--- src/rtl/rxfifo_pkg.sv ---
package rxfifo_pkg;
  typedef enum logic [1:0] {
    WK_HDR  = 2'd0,
    WK_DATA = 2'd1,
    WK_STAT = 2'd2,
    WK_NONE = 2'd3
  } wkind_t;
endpackage

--- src/rtl/rxfifo_cfg.sv ---
module rxfifo_cfg #(
  parameter int IDX_W     = 7,
  parameter int OFF_W     = 8,
  parameter int DEF_DEPTH = 4,
  parameter int DEF_SIZE  = 4
) (
  input  logic             clk,
  input  logic             rst,
  input  logic             cfg_mode,
  input  logic             cfg_we,
  input  logic [IDX_W-1:0] cfg_start,
  input  logic [IDX_W-1:0] cfg_depth,
  input  logic [OFF_W-1:0] cfg_size,
  output logic [IDX_W-1:0] start_q,
  output logic [IDX_W-1:0] depth_q,
  output logic [OFF_W-1:0] size_q,
  output logic             cfg_enter
);
  logic mode_d;

  always_ff @(posedge clk) begin
    if (rst) begin
      start_q <= '0;
      depth_q <= IDX_W'(DEF_DEPTH);
      size_q  <= OFF_W'(DEF_SIZE);
      mode_d  <= 1'b0;
    end else begin
      mode_d <= cfg_mode;
      if (cfg_mode && cfg_we) begin
        start_q <= cfg_start;
        depth_q <= cfg_depth;
        size_q  <= cfg_size;
      end
    end
  end

  assign cfg_enter = cfg_mode && !mode_d;
endmodule

--- src/rtl/rxfifo_track.sv ---
module rxfifo_track #(
  parameter int IDX_W = 7
) (
  input  logic             clk,
  input  logic             rst,
  input  logic             clear,
  input  logic             commit,
  input  logic             pop,
  input  logic [IDX_W-1:0] depth,
  output logic [IDX_W-1:0] wr_idx,
  output logic [IDX_W-1:0] level
);
  logic [IDX_W-1:0] idx_inc;
  logic             pop_ok;

  assign idx_inc = IDX_W'(wr_idx + 1'b1);
  assign pop_ok  = pop && (level != '0);

  always_ff @(posedge clk) begin
    if (rst || clear) begin
      wr_idx <= '0;
      level  <= '0;
    end else begin
      if (commit) wr_idx <= (idx_inc == depth) ? '0 : idx_inc;
      case ({commit, pop_ok})
        2'b10:   level <= IDX_W'(level + 1'b1);
        2'b01:   level <= IDX_W'(level - 1'b1);
        default: level <= level;
      endcase
    end
  end
endmodule

--- src/rtl/rxfifo_seq.sv ---
module rxfifo_seq
  import rxfifo_pkg::*;
#(
  parameter int IDX_W  = 7,
  parameter int OFF_W  = 8,
  parameter int DATA_W = 16
) (
  input  logic              clk,
  input  logic              rst,
  input  logic              cfg_mode,
  input  logic              full,
  input  logic [IDX_W-1:0]  slot,
  input  logic [OFF_W-1:0]  size,
  input  logic              hdr_vld,
  input  logic              dedicated,
  input  logic              accept,
  input  logic [DATA_W-1:0] hdr,
  input  logic              pl_vld,
  input  logic [DATA_W-1:0] pl_data,
  input  logic              fin,
  input  logic              valid,
  input  logic              is_null,
  input  logic [DATA_W-1:0] status,
  output logic              commit,
  output logic              we,
  output wkind_t            kind,
  output logic [IDX_W-1:0]  wslot,
  output logic [OFF_W-1:0]  woff,
  output logic [DATA_W-1:0] wdata
);
  logic             active;
  logic [OFF_W-1:0] cnt;
  logic             take;

  assign take   = hdr_vld && !dedicated && accept && !full && !cfg_mode;
  assign commit = fin && active && valid && !is_null && !cfg_mode;

  always_ff @(posedge clk) begin
    if (rst) begin
      we     <= 1'b0;
      kind   <= WK_NONE;
      wslot  <= '0;
      woff   <= '0;
      wdata  <= '0;
      active <= 1'b0;
      cnt    <= '0;
    end else begin
      we   <= 1'b0;
      kind <= WK_NONE;
      if (hdr_vld) begin
        active <= take;
        cnt    <= '0;
        if (take) begin
          we    <= 1'b1;
          kind  <= WK_HDR;
          wslot <= slot;
          woff  <= '0;
          wdata <= hdr;
        end
      end else if (pl_vld && active) begin
        if (cnt < size) begin
          we    <= 1'b1;
          kind  <= WK_DATA;
          wslot <= slot;
          woff  <= cnt;
          wdata <= pl_data;
          cnt   <= OFF_W'(cnt + 1'b1);
        end
      end else if (fin && active) begin
        active <= 1'b0;
        if (commit) begin
          we    <= 1'b1;
          kind  <= WK_STAT;
          wslot <= slot;
          woff  <= '0;
          wdata <= status;
        end
      end
      if (cfg_mode) active <= 1'b0;
    end
  end
endmodule

--- src/rtl/rxfifo_wr_mgr.sv ---
module rxfifo_wr_mgr
  import rxfifo_pkg::*;
#(
  parameter int IDX_W     = 7,
  parameter int OFF_W     = 8,
  parameter int DATA_W    = 16,
  parameter int DEF_DEPTH = 4,
  parameter int DEF_SIZE  = 4
) (
  input  logic              clk,
  input  logic              rst,
  input  logic              cfg_mode,
  input  logic              cfg_we,
  input  logic [IDX_W-1:0]  cfg_start,
  input  logic [IDX_W-1:0]  cfg_depth,
  input  logic [OFF_W-1:0]  cfg_size,
  input  logic              frm_hdr_vld,
  input  logic              frm_dedicated,
  input  logic              frm_accept,
  input  logic [DATA_W-1:0] frm_hdr,
  input  logic              frm_pl_vld,
  input  logic [DATA_W-1:0] frm_pl_data,
  input  logic              frm_end,
  input  logic              frm_valid,
  input  logic              frm_null,
  input  logic [DATA_W-1:0] frm_status,
  input  logic              pop_req,
  output logic              mem_we,
  output logic [1:0]        mem_kind,
  output logic [IDX_W-1:0]  mem_slot,
  output logic [OFF_W-1:0]  mem_off,
  output logic [DATA_W-1:0] mem_wdata,
  output logic [IDX_W-1:0]  fill_lvl,
  output logic              fifo_full
);
  logic [IDX_W-1:0] start_q, depth_q, wr_idx, level, slot;
  logic [OFF_W-1:0] size_q;
  logic             cfg_enter, commit;
  wkind_t           kind;

  rxfifo_cfg #(.IDX_W(IDX_W), .OFF_W(OFF_W), .DEF_DEPTH(DEF_DEPTH), .DEF_SIZE(DEF_SIZE)) u_cfg (
    .clk(clk), .rst(rst), .cfg_mode(cfg_mode), .cfg_we(cfg_we),
    .cfg_start(cfg_start), .cfg_depth(cfg_depth), .cfg_size(cfg_size),
    .start_q(start_q), .depth_q(depth_q), .size_q(size_q), .cfg_enter(cfg_enter)
  );

  rxfifo_track #(.IDX_W(IDX_W)) u_track (
    .clk(clk), .rst(rst), .clear(cfg_enter), .commit(commit), .pop(pop_req),
    .depth(depth_q), .wr_idx(wr_idx), .level(level)
  );

  assign slot      = IDX_W'(start_q + wr_idx);
  assign fill_lvl  = level;
  assign fifo_full = (level == depth_q);

  rxfifo_seq #(.IDX_W(IDX_W), .OFF_W(OFF_W), .DATA_W(DATA_W)) u_seq (
    .clk(clk), .rst(rst), .cfg_mode(cfg_mode), .full(fifo_full), .slot(slot), .size(size_q),
    .hdr_vld(frm_hdr_vld), .dedicated(frm_dedicated), .accept(frm_accept), .hdr(frm_hdr),
    .pl_vld(frm_pl_vld), .pl_data(frm_pl_data), .fin(frm_end), .valid(frm_valid),
    .is_null(frm_null), .status(frm_status), .commit(commit), .we(mem_we), .kind(kind),
    .wslot(mem_slot), .woff(mem_off), .wdata(mem_wdata)
  );

  assign mem_kind = kind;
endmodule

--- config.mk ---
export PLATFORM = sky130hd
export DESIGN_NAME = rxfifo_wr_mgr
export DESIGN_NICKNAME = d
export VERILOG_FILES = /design/src/rtl/rxfifo_pkg.sv /design/src/rtl/rxfifo_cfg.sv /design/src/rtl/rxfifo_track.sv /design/src/rtl/rxfifo_seq.sv /design/src/rtl/rxfifo_wr_mgr.sv
export SDC_FILE = /design/constraint.sdc
export NUM_CORES = 1
export LEC_CHECK = 0
export BUFFER_PORTS_ARGS = -buffer_cell sky130_fd_sc_hd__buf_2
export CORE_MARGIN = 3
export CORE_UTILIZATION = 45
export DETAILED_ROUTE_END_ITERATION = 12
export PLACE_DENSITY = 0.71
export SYNTH_ARGS = -nofsm -noshare
export SYNTH_HDL_FRONTEND = slang
export SYNTH_SLANG_ARGS = --single-unit
--- constraint.sdc ---
create_clock -name clk -period 3.1 [get_ports clk]
set_input_delay 0.31 -clock clk [delete_from_list [all_inputs] [get_ports clk]]
set_output_delay 0.31 -clock clk [all_outputs]
set_load 0.02 [all_outputs]
# After elaboration in Yosys (flattened, before gate mapping)
# Cells that the tools add are included.
dict set report word_totals {
  register_bits 80
  mem_bits_ro 0
  out_inout_bits 42
  n_memories 0
  latch_bits 0
  in_bits 82
  elab_cells 89
  ram_bits 0
}
dict set report op_classes {
  n_reduce_logical 28
  bitwise 0
  n_lt_le_gt_ge 1
  n_addsub 5
  n_eq_ne 7
  mul 0
  muxes 35
  shifts 0
  div 0
}
# operator count
set ops {}
lappend ops {{two-way mux 16 bit} 6}
lappend ops {{two-way mux 7 bit} 7}
lappend ops {{two-way mux 8 bit} 6}
lappend ops {{adder 7 x 1 -> 7 bit, second input constant} 2}
lappend ops {{equality test 7 bit} 2}
lappend ops {{case mux 7 bit (2 select lines)} 1}
lappend ops {{logical AND 1 bit} 12}
lappend ops {{two-way mux 1 bit} 10}
lappend ops {{two-way mux 2 bit} 5}
lappend ops {{adder 8 x 1 -> 8 bit, second input constant} 1}
lappend ops {{< comparator 8 bit} 1}
lappend ops {{adder 7 bit} 1}
lappend ops {{nonzero test 7 bit} 1}
lappend ops {{subtractor 7 x 1 -> 7 bit, second input constant} 1}
lappend ops {{nonzero test 3 bit} 2}
lappend ops {{zero test 1 bit} 5}
lappend ops {{AND reduction 2 bit} 2}
lappend ops {{AND reduction 4 bit} 1}
lappend ops {{nonzero test 2 bit} 2}
lappend ops {{OR reduction 2 bit} 2}
lappend ops {{!= test 3 bit, second input constant} 1}
lappend ops {{equality test 2 x 1 -> 1 bit, second input constant} 1}
lappend ops {{equality test 2 bit, second input constant} 1}
lappend ops {{!= test 2 x 1 -> 1 bit, second input constant} 1}
lappend ops {{2 further kinds} 2}

# Logic depth before layout (Yosys ltp)
dict set report depth {
  ltp_word 8
  mapped_depth 14
  depth_no_buf 11
}

# Modules after synthesis
# Synthesis repeated with hierarchy kept, for this count alone.
dict set report unflattened {
  hier_cells 537
  hier_area_um2 4809.6
}
# mod instances cells_each seq_area_each_um2 area_per_inst_um2
set by_module_without_submodules {}
lappend by_module_without_submodules {rxfifo_seq 1 269 860.8 2327.2}
lappend by_module_without_submodules {rxfifo_track 1 124 280.3 1077.3}
lappend by_module_without_submodules {rxfifo_cfg 1 102 460.4 1068.5}
lappend by_module_without_submodules {rxfifo_wr_mgr 1 42 0.0 336.6}

# Worst setup path after synthesis
# No wires, ideal clock.
dict set report synth_path {
  kind {register to register}
  start {register u_seq.active}
  end {register u_track.level[6]}
  setup_time_ns 0.070
  slack_ns -0.143
  period_less_slack_ns 3.243
  required_ns 3.030
  stages_incl_launch_ff 14
  arrival_time_ns 3.173
  n_path_buf 3
  cell_sequence {dfxtp_1 -> buf_6 -> nand2_2 -> or4b_1 -> buf_2 -> buf_1 -> ha_1 -> ha_1 -> nor2b_1 -> o21ai_0 -> a21boi_0 -> or4_1 -> a31o_2 -> a21oi_1}
}
dict set report synth_between {
  elab_chain_len 6
}
# element line_no
set synth_lines {}
lappend synth_lines {{start: declaration} rxfifo_seq.sv:31} ;# logic active;
lappend synth_lines {{start signal: assignment} rxfifo_seq.sv:51} ;# active <= take;
lappend synth_lines {{logical AND 1 bit * (4 in a row)} rxfifo_seq.sv:36} ;# assign commit = fin && active && valid && !is_null && !cfg_mode;
lappend synth_lines {{equality test 2 x 1 -> 1 bit / equality test 2 bit (equally long branches)} rxfifo_track.sv:25} ;# case ({commit, pop_ok})
lappend synth_lines {{case mux 7 bit (2 select lines) / nonzero test 2 bit (equally long branches)} n/a}
lappend synth_lines {{end signal: assignment} rxfifo_track.sv:26} ;# 2'b10: level <= IDX_W'(level + 1'b1);
lappend synth_lines {{end signal: assignment} rxfifo_track.sv:27} ;# 2'b01: level <= IDX_W'(level - 1'b1);
lappend synth_lines {{end signal: assignment} rxfifo_track.sv:28} ;# default: level <= level;
lappend synth_lines {{end: declaration} rxfifo_track.sv:11} ;# output logic [IDX_W-1:0] level
# Every way passes the cells marked *; elsewhere a longest branch is shown, timed or not.
# A chain may end at the register's enable or synchronous reset.

# Final worst setup path
# Same ends and word-level chain as after synthesis.

==> results_dict.tcl <==
set metrics [dict create \
    hold_path.class "input port to flip-flop" \
    critPathLaunchType "flip-flop" \
    route.met2.wl_um 5340 \
    synthCells 551 \
    grt_start_max_net_pins 67 \
    grt.total_usage 0.211 \
    final-seq-area_mm2 0.00160 \
    fin_nets 762 \
    ys_seq_area_frac 0.360 \
    hold_depth 3 \
    synth.top_cell.area_share 0.360 \
    via_count 4300 \
    yosys.area.top_type "dfxtp_1" \
    drive_above_1_share 0.258 \
    power.leakage_nw 2.29 \
    nFillCells 878 \
    synthTopCellsByArea "dfxtp_1 36%, a21oi_1 8.5%, nand2_1 7.3%" \
    min_from "cfg_depth[2]" \
    grt_pass1_wl_um 19400 \
    diodes 0 \
    rsz0062_at_grt "no" \
    period_share 0.950 \
    path_cells "nand2_2, or4b_4, ha_4, ha_1, nor2b_1, o21ai_0, a21boi_1, or4_1, a31o_2, a21oi_1" \
    io_pins 124 \
    drtIter0Drc 285 \
    setup-tns-final_ps 0 \
    run_status "finished clean" \
    crit_start "u_seq.active$_SDFFE_PP0P_" \
    root_buffer "clkbuf_8" \
    finalCriticalPeriod_ps 2950 \
    start_util 0.473 \
    crit_type "flip-flop to flip-flop" \
    skew_ps 9.61 \
    die_h_um 105 \
    syn-num-nets 656 \
    crit_path_end_kind "flip-flop" \
    core-area_mm2 0.00942 \
    clock_sinks 80 \
    ant_nets 0 \
    drv_cap 0 \
    gp_congestion 0.866 \
    worst_hold_slack_ps 172 \
    clkLatencyLatePin_ps 350 \
    worst_slew_pin_slew_ps 1270 \
    wl_met3_um 757 \
    clock_path_buffers 2 \
    wl_per_cell_um 14.8 \
    synth_seq_cells 80 \
    power_mw 2.15 \
    htreeDepth 3 \
    drc 0 \
    drt_first_pass_iters 4 \
    antenna_found_initial 0 \
    synth.cell_area_mm2 0.00445 \
    drt_wl_total_um 11700 \
    grt_pass1_vias 3952 \
    core.rowCount 35 \
    overflow 0 \
    slowest_stage "or4b_4" \
    area_growth_pct 20.7 \
    dp_cells 775 \
    cts_tree "built" \
    r2r-start "u_seq.active$_SDFFE_PP0P_" \
    wl_met1_um 5440 \
    fmax_ghz 0.339 \
    max_stage_delay_ps 530 \
    worstPathMaxFanout 8 \
    irDropWorstVdd_mv 0.270 \
    stdcell_count 791 \
    portBuffers 123 \
    syn_area_per_cell_um2 8.08 \
    synth.distinct_cells 52 \
    cts.clk_slew.worst_paths_ps 80 \
    vias_per_cell 5.44 \
    rr_worst_depth 10 \
    post-dp-hpwl_um 8810 \
    crit_arrival_ps 3230 \
    synth_warnings 0 \
    highest_layer "met4" \
    cts-buffers-inserted 9 \
    setup_viol 0 \
    powerDensity_mw_per_mm2 400 \
    dieArea_mm2 0.0111 \
    r2r_slack_ps 150 \
    relSlewSlack 0.156 \
    multi_input_area_mm2 0.00263 \
    maxSlewViolCount 0 \
    required_ps 3380 \
    die_x_um 105 \
    final_hold_viol_count 0 \
]
flip-flops by register name (all words and copies together), names as in the netlist, 2 cells and up:
register,count
u_seq.woff,8
u_cfg.size_q,8
u_cfg.depth_q,7
u_track.level,7
u_seq.kind,2
u_seq.wdata,16
u_seq.cnt,8
u_seq.wslot,7
u_track.wr_idx,7
u_cfg.start_q,7
cell type report:
class / count / area share
Multi-Input combinational cell: 414 / 0.490
Sequential cell: 80 / 0.298
Timing Repair Buffer: 132 / 0.127
Tap cell: 129 / 0.0300
Clock buffer: 12 / 0.0270
Clock inverter: 4 / 0.0142
Inverter: 20 / 0.0140
metrics by stage:
step / util / setup WS [ps] / cell area [um^2]
floorplan: - / 35.1 / 4470
global placement: 0.547 / 122 / 5150
detailed placement: 0.547 / 7.43 / 5150
CTS: 0.571 / 76.4 / 5370
global route: 0.571 / 1.10 / 5380
finish: 0.571 / 154 / 5380
Yosys cell counts, drive strengths merged:
| library cell | count |
|---|---|
| nand4b | 26 |
| xnor2 | 11 |
| nand3b | 2 |
| a21bo | 1 |
| nand2 | 89 |
| a211o | 1 |
| nor4bb | 1 |
| nor3b | 3 |
| buf | 9 |
| o31ai | 18 |
| o21bai | 1 |
| a211oi | 1 |
| o21a | 3 |
| o31a | 2 |
| nand2b | 3 |
| dfxtp | 80 |
| a2111oi | 2 |
| nand4 | 7 |
| ha | 21 |
| nor3 | 12 |
| and3 | 3 |
| a21boi | 2 |
| nand3 | 23 |
| a31o | 2 |
| o41ai | 1 |
| a21oi | 77 |
| nor2 | 26 |
| clkbuf | 28 |
| fa | 2 |
| o211ai | 2 |
| or4 | 1 |
| and4 | 2 |
| nor2b | 6 |
| a21o | 4 |
| xor2 | 18 |
| inv | 20 |
| and2 | 7 |
| o21ai | 24 |
| or3 | 3 |
| or2 | 1 |
| mux2i | 1 |
| or4b | 1 |
| nor4 | 4 |
final timing paths:
check	endpoint
worst max-delay path	u_track.level[6]$_SDFFE_PP0P_
worst min-delay path	u_cfg.depth_q[2]$_SDFFE_PP1P_
worst max register to register	u_track.level[6]$_SDFFE_PP0P_
worst min register to register	u_cfg.size_q[7]$_SDFFE_PP0P_
cell usage in the layout (no fill, tap or decap), types with 2 or more instances in the layout:
| cell | Yosys | final |
|---|---|---|
| nand2_2 | 2 | 2 |
| nor2b_1 | 6 | 6 |
| clkbuf_1 | 28 | 2 |
| bufinv_16 | 0 | 2 |
| xor2_1 | 18 | 18 |
| dfxtp_1 | 80 | 80 |
| o21ai_0 | 23 | 23 |
| and3_1 | 3 | 3 |
| and2_1 | 5 | 5 |
| a31o_2 | 2 | 2 |
| clkbuf_8 | 0 | 10 |
| fa_1 | 2 | 2 |
| inv_1 | 20 | 20 |
| nor3_1 | 12 | 12 |
| nand2_1 | 87 | 87 |
| a21oi_1 | 76 | 76 |
| nor3b_1 | 3 | 3 |
| buf_2 | 2 | 123 |
| o31a_1 | 2 | 2 |
| buf_4 | 0 | 9 |
| o31ai_1 | 6 | 6 |
| nand2b_1 | 3 | 3 |
| nand4_1 | 7 | 7 |
| nand3_1 | 23 | 23 |
| xnor2_1 | 11 | 11 |
| or3_1 | 3 | 3 |
| o21a_1 | 2 | 2 |
| nand4b_1 | 26 | 26 |
| a2111oi_0 | 2 | 2 |
| nand3b_1 | 2 | 2 |
| a21o_1 | 4 | 4 |
| o31ai_2 | 12 | 12 |
| nor2_1 | 25 | 25 |
| ha_1 | 21 | 20 |
| and4_1 | 2 | 2 |
| and2_0 | 2 | 2 |
| o211ai_1 | 2 | 2 |
| nor4_1 | 4 | 4 |
critical path: cells and delay by family, from the launching register on:
family	cells	cell delay, ps
DFF	1	340
and+or+nand+nor	4	1270
adders and majority gates	2	530
AOI/OAI and AO/OA	4	740
metal layers:
metal  vias to the layer above  global-route usage
met5                         -                   0
met4                         0              0.0657
met3                        12              0.0349
met2                       138               0.337
met1                      1989               0.292
li1                       2161                   -
cell families after synthesis:
group	count (synthesis)	synth area share
buffers and inverters	57	0.0536
AOI/OAI and AO/OA	141	0.203
muxes	1	0.00225
and+or+nand+nor	220	0.256
adders and majority gates	23	0.0680
DFF	80	0.360
xor gates and xnor gates	29	0.0570
where the power goes:
part / switching (mW) / internal, mW / leakage, nW
Combinational: 0.133 / 0.0982 / 1.53
Clock: 0.376 / 0.480 / 0.107
Sequential: 0.0159 / 1.05 / 0.649
Total: 0.525 / 1.63 / 2.29
what timing repair did:
action                     in CTS  in global routing
setup buffers                   0                  0
gates resized for setup         0                  1
hold buffers                    0                  0
setup endpoints to repair       0                  1
Power figures use the tool's default switching activity.
